## src/rtl/msi_cap_pkg.sv

```systemverilog
// Package: shared constants and types for the MSI capability block.
// Assumes a 32-bit configuration data path with four byte lanes.
package msi_cap_pkg;
    localparam int          DW_BITS    = 32;
    localparam int          LANES      = DW_BITS / 8;
    localparam logic [7:0]  MSI_CAP_ID = 8'h05;

    typedef struct packed {
        logic [2:0] mme;   // requested message count, stored only
        logic       en;    // MSI enable
    } msi_ctrl_t;
endpackage

```

## src/rtl/msi_cap_regs.sv

```systemverilog
// Module: configuration register file of the MSI capability.
// Holds the control bits and the dword-aligned message address, and
// decodes reads. Assumes the capability starts on a dword boundary.
module msi_cap_regs
    import msi_cap_pkg::*;
#(
    parameter int         ADDR_W       = 6,
    parameter int         CAP_BYTE_OFS = 'h80,
    parameter logic [7:0] NEXT_PTR     = 8'h90
) (
    input  logic                 clk,
    input  logic                 rst_n,
    input  logic                 cfg_wr,
    input  logic [ADDR_W-1:0]    cfg_addr,
    input  logic [LANES-1:0]     cfg_wbe,
    input  logic [DW_BITS-1:0]   cfg_wdata,
    output logic [DW_BITS-1:0]   cfg_rdata,
    output msi_ctrl_t            ctrl,
    output logic [DW_BITS-1:0]   msg_addr
);
    localparam int                CTRL_DW  = CAP_BYTE_OFS / 4;
    localparam int                ADR_DW   = CTRL_DW + 1;
    localparam logic [ADDR_W-1:0] CTRL_SEL = ADDR_W'(CTRL_DW);
    localparam logic [ADDR_W-1:0] ADR_SEL  = ADDR_W'(ADR_DW);

    logic              hit_ctrl;
    logic              hit_adr;
    logic [DW_BITS-1:2] adr_q;

    assign hit_ctrl = (cfg_addr == CTRL_SEL);
    assign hit_adr  = (cfg_addr == ADR_SEL);

    // Control byte update: only the lane holding control bits 7:0 is writable.
    always_ff @(posedge clk) begin
        if (!rst_n) begin
            ctrl <= '0;
        end else if (cfg_wr && hit_ctrl && cfg_wbe[2]) begin
            ctrl.mme <= cfg_wdata[22:20];
            ctrl.en  <= cfg_wdata[16];
        end
    end

    // Address register: one writable slice per byte lane; bits 1:0 are not stored.
    for (genvar ln = 0; ln < LANES; ln++) begin : g_lane
        localparam int LO = (ln == 0) ? 2 : 8 * ln;
        localparam int HI = 8 * ln + 7;
        // Per-lane address byte update.
        always_ff @(posedge clk) begin
            if (!rst_n) begin
                adr_q[HI:LO] <= '0;
            end else if (cfg_wr && hit_adr && cfg_wbe[ln]) begin
                adr_q[HI:LO] <= cfg_wdata[HI:LO];
            end
        end
    end

    assign msg_addr = {adr_q, 2'b00};

    // Read decode: unmapped dwords return zero.
    always_comb begin
        cfg_rdata = '0;
        if (hit_ctrl) begin
            cfg_rdata = {8'h00, 1'b0, ctrl.mme, 3'b000, ctrl.en,
                         NEXT_PTR, MSI_CAP_ID};
        end else if (hit_adr) begin
            cfg_rdata = msg_addr;
        end
    end
endmodule

```

## src/rtl/msi_irq_steer.sv

```systemverilog
// Module: steers a port interrupt event to MSI, the legacy pin, or nowhere.
// Assumes msi_en and msg_addr come from registers of the same clock domain.
module msi_irq_steer
    import msi_cap_pkg::*;
(
    input  logic               clk,
    input  logic               rst_n,
    input  logic               irq_event,
    input  logic               bus_master_en,
    input  logic               msi_en,
    input  logic [DW_BITS-1:0] msg_addr,
    output logic               msi_req,
    output logic [DW_BITS-1:0] msi_addr,
    output logic               intx_level
);
    logic evt_q;
    logic fire;

    assign fire = irq_event && !evt_q && msi_en && bus_master_en;

    // Edge history of the event input.
    always_ff @(posedge clk) begin
        if (!rst_n) evt_q <= 1'b0;
        else        evt_q <= irq_event;
    end

    // One-cycle request with the address captured at the firing edge.
    always_ff @(posedge clk) begin
        if (!rst_n) begin
            msi_req  <= 1'b0;
            msi_addr <= '0;
        end else begin
            msi_req <= fire;
            if (fire) msi_addr <= msg_addr;
        end
    end

    // Legacy pin used only while MSI is off.
    assign intx_level = irq_event && !msi_en;
endmodule

```

## src/rtl/msi_cap_steer.sv

```systemverilog
// Module: top of the MSI capability and interrupt steering block.
// Assumes a single clock and synchronous active-low reset.
module msi_cap_steer
    import msi_cap_pkg::*;
#(
    parameter int          ADDR_W       = 6,
    parameter int          CAP_BYTE_OFS = 'h80,
    parameter logic [7:0]  NEXT_PTR     = 8'h90,
    parameter logic [31:0] MSG_DATA     = 32'h0000_4A21
) (
    input  logic              clk,
    input  logic              rst_n,
    input  logic              cfg_wr,
    input  logic [ADDR_W-1:0] cfg_addr,
    input  logic [3:0]        cfg_wbe,
    input  logic [31:0]       cfg_wdata,
    output logic [31:0]       cfg_rdata,
    input  logic              irq_event,
    input  logic              bus_master_en,
    output logic              msi_req,
    output logic [31:0]       msi_addr,
    output logic [31:0]       msi_data,
    output logic              intx_level
);
    msi_ctrl_t   ctrl;
    logic        msi_en;
    logic [31:0] msg_addr;

    msi_cap_regs #(
        .ADDR_W(ADDR_W), .CAP_BYTE_OFS(CAP_BYTE_OFS), .NEXT_PTR(NEXT_PTR)
    ) u_regs (
        .clk(clk), .rst_n(rst_n), .cfg_wr(cfg_wr), .cfg_addr(cfg_addr),
        .cfg_wbe(cfg_wbe), .cfg_wdata(cfg_wdata), .cfg_rdata(cfg_rdata),
        .ctrl(ctrl), .msg_addr(msg_addr)
    );

    assign msi_en   = ctrl.en;
    assign msi_data = MSG_DATA;

    msi_irq_steer u_steer (
        .clk(clk), .rst_n(rst_n), .irq_event(irq_event),
        .bus_master_en(bus_master_en), .msi_en(msi_en), .msg_addr(msg_addr),
        .msi_req(msi_req), .msi_addr(msi_addr), .intx_level(intx_level)
    );
endmodule

```

## config.mk

```make
export PLATFORM = sky130hd
export DESIGN_NAME = msi_cap_steer
export DESIGN_NICKNAME = d
export VERILOG_FILES = /design/src/rtl/msi_cap_pkg.sv /design/src/rtl/msi_cap_regs.sv /design/src/rtl/msi_irq_steer.sv /design/src/rtl/msi_cap_steer.sv
export SDC_FILE = /design/constraint.sdc
export NUM_CORES = 1
export LEC_CHECK = 0
export ABC_AREA = 0
export BUFFER_PORTS_ARGS = -buffer_cell sky130_fd_sc_hd__buf_2
export CAP_MARGIN = 20
export CORE_AREA = 10 10 78 106
export DETAILED_ROUTE_END_ITERATION = 8
export DIE_AREA = 0 0 88 116
export PLACE_DENSITY_LB_ADDON = 0.08
export SYNTH_ARGS = -nofsm -noshare
export SYNTH_HDL_FRONTEND = slang
export SYNTH_SLANG_ARGS = --single-unit
```

## constraint.sdc

```tcl
create_clock -name clk -period 1.9 [get_ports clk]
set_clock_uncertainty 0.05 [all_clocks]
set_input_delay 0.095 -clock clk [delete_from_list [all_inputs] [get_ports clk]]
set_output_delay 0.095 -clock clk [all_outputs]
set_load 0.02 [all_outputs]
```

==> impl_metrics.csv <==
group,metric,value,unit
die,coreArea,6254,sq um
logic_synthesis,synthTopCellsByArea,"dfxtp_1 43%, nand2_1 9.9%, buf_4 9.0%, a21oi_1 8.9%, o31ai_1 5.4%",
hold_path,holdCritPathClass,"in2reg",
clock_network,cts_made_buffers,9,
critical_path,critPathKind,"in2out",
critical_path,end_kind,"output port",
timing,timing.final.crit_share,0.7631,
clock_network,cts_resized,0,
logic_synthesis,ys_async_sr_fraction,0,
logic_synthesis,ys_types,23,
critical_path,crit_required,1.75,ns
pwr,clkPwrFrac,0.439,
critical_path,crit_slowest_cell,"and3_1",
die,io_pins,145,
logic_synthesis,synth_top_area_frac,0.4287,
global_routing,grt_util_all_layers,0.1759,
timing,setup_violations,0,
pwr,ir_drop,677.1,uV
final_layout,fin_nets,551,
timing,fmax,0.6897,GHz
critical_path,ff2ff_setup_slack,0.60,ns
logic_synthesis,synthFlopType,"dfxtp_1",
critical_path,critPathLaunchType,"input pin",
die,die_y,116,microns
logic_synthesis,synth_edf_count,0,
place,placed_cell_area,3493,sq um
die,die_w,88,microns
route,routedLengthMet1,3716,microns
route,drt_iter0_drc,237,
die,fp-row-count,34,
pwr,pwr-share-seq,0.471,
critical_path,crit_chain,"buf_2 -> nor3_4 -> and3_1 -> buf_4 -> and2_1 -> buf_2",
route,wl,9217,microns
route,met2WireLength,4658,microns
logic_synthesis,ys_seq_elements,66,
timing,maxSlewViolCount,0,
place,io_buffers,107,
timing,hold_violations,0,
route,post-route-drc-count,0,
clock_network,cts.sinks,66,
place,dp_hpwl,6373,microns
critical_path,cp.buffers_inverters,3,
final_layout,antenna-diode-count,0,
critical_path,crit_top_cell,"buf_2",
pwr,p_per_area,731.7,nW/um^2
die,dieArea,10210,sq um
route,vias_per_cell,5.019,
global_routing,antenna_found_initial,0,
logic_synthesis,yosysWarnings,0,
critical_path,cp_max_fo,13,
route,top_layer,"met4",
status,status,"finished, final reports clean",
clock_network,cts.clk_slew.worst_paths,0.08,ns
place,place_congestion,0.7730,
die,initial_utilization,0.4928,
pwr,switching_share,0.2473,
clock_network,root_buffer,"clkbuf_8",
route,wl_met3,733,microns
route,routedWlPerCell,15.86,microns
pwr,p_leak,0.001845,uW
critical_path,arrival,1.30,ns
final_layout,synthToLayoutAreaGrowth,30.49,%
clock_network,cts_tree,"built",
timing,timing.setup.tns,0,ns
logic_synthesis,synth_seq_area_share,0.4287,
logic_synthesis,synth.most_common_cell,"nand2_1",
route,postRouteAntennaNets,0,
timing,fin_crit,1.450,ns
route,vias,2916,
clock_network,h-tree-depth,3,
clock_network,clkLatencyLatePin,0.34,ns
logic_synthesis,netlist_instances,376,
global_routing,grt_first_pass_wirelength,14510,microns
clock_network,cts_buffer_depth,2,
final_layout,stdcell_area,4021,sq um
final_layout,fill_cells,558,
route,firstDrtPassIters,4,
critical_path,cpLargestDelayFamily,"simple AND/OR/NAND/NOR gates",
logic_synthesis,syn_area_per_cell,8.196,sq um
logic_synthesis,synth_area,3082,sq um
logic_synthesis,synth_top_cells_by_count,"81 x nand2_1, 66 x dfxtp_1, 55 x a21oi_1",
final_layout,drive_gt1_frac,0.2672,
pwr,comb_power_share,0.090,
critical_path,slowest_delay,0.30,ns
global_routing,grt_max_degree,32,
timing,rsz0062_at_grt,"no",
global_routing,grt_pass1_vias,2871,
global_routing,grt_overflow,0,
pwr,p_int,2215,uW
pwr,p_sw,727.7,uW
logic_synthesis,synth_top_area_cell,"dfxtp_1",
run,cap_violations,0,
## through the flow
stage	util	cells	total power (uW)	worst slack [ns]	hold WS, ns
finish	0.6431	581	2942	0.4501	0.05580
global placement	0.5586	534	1625	0.4519	0.2839
CTS	0.6431	581	2957	0.4450	0.03698
floorplan	-	409	1609	0.7501	0.1667
global route	0.6431	581	3053	0.3426	0.04956
detailed placement	0.5586	534	1625	0.4481	0.2885
## area by class of cell
cell class,instances,area [sq um],share of cell area
clock buffers,9,123.9,0.03080
clock inverters,7,93.84,0.02334
inverters,7,26.28,0.006534
multi-input cells,273,1453,0.3612
flip-flops and latches,66,1321,0.3286
well taps,72,90.09,0.02240
repair buffers,147,913.4,0.2271
## worst paths after layout
check,from,endpoint,cells after the start
setup / recovery,cfg_addr[1],cfg_rdata[8],6
setup reg to reg,u_regs.ctrl[0]$_SDFFE_PN0P_,u_steer.msi_addr[2]$_SDFFE_PN0P_,4
hold / removal,cfg_wbe[0],u_regs.msg_addr[7]$_SDFFE_PN0P_,3
hold reg to reg,u_steer.msi_addr[3]$_SDFFE_PN0P_,u_steer.msi_addr[3]$_SDFFE_PN0P_,2
## per-layer routing
| metal | track usage | vias up |
|---|---|---|
| li1 | - | 1459 |
| met1 | 0.2053 | 1341 |
| met2 | 0.2982 | 107 |
| met3 | 0.05899 | 9 |
| met4 | 0.04797 | 0 |
| met5 | 0 | - |
## power by group through the flow
stage               clock network, uW  registers, uW  logic (uW)
global placement                    0           1420         207
detailed placement                  0           1420         207
finish                           1290           1390         264
floorplan                           0           1420         191
global route                     1380           1390         286
CTS                              1310           1390         256
## layout by cell type, fill, tap and decap left out, types with 2 or more instances in the layout
| cell type | n |
|---|---|
| a21oi_1 | 55 |
| and2_1 | 24 |
| and4b_1 | 2 |
| buf_2 | 107 |
| buf_4 | 9 |
| bufinv_16 | 2 |
| clkbuf_8 | 9 |
| clkinv_2 | 2 |
| clkinvlp_4 | 2 |
| conb_1 | 35 |
| dfxtp_1 | 66 |
| dlygate4sd3_1 | 31 |
| inv_1 | 6 |
| mux2i_1 | 16 |
| nand2_1 | 81 |
| nand4_1 | 23 |
| nand4b_1 | 2 |
| nor2_1 | 6 |
| nor2b_1 | 3 |
| o31ai_1 | 22 |
## worst register-to-register path: cells and delay by family (launching register included)
kind            cells  cell delay, ns
compound gates      1            0.14
buf+inv             1            0.33
flops               1            0.41
simple gates        2            0.31
## registers in the layout (all words and copies together) (netlist names)
signal,flops
u_regs.msg_addr,30
u_steer.msi_req,1
u_steer.evt_q,1
u_steer.msi_addr,30
u_regs.ctrl,4
## what timing repair did
item                                   4_1_cts  5_1_grt
endpoints found under the hold margin       35        0
setup buffers                                0        0
hold buffers                                31        0
## kinds of logic after synthesis
| logic type | Yosys count | share of synthesized area |
|---|---|---|
| other | 2 | 0.002437 |
| buffers and inverters | 70 | 0.1401 |
| multiplexers | 16 | 0.05197 |
| flip-flops | 66 | 0.4287 |
| AND/OR/NAND/NOR | 145 | 0.2339 |
| AO/OA/AOI/OAI | 77 | 0.1429 |
Note: power is estimated with default switching activity, not from simulation.
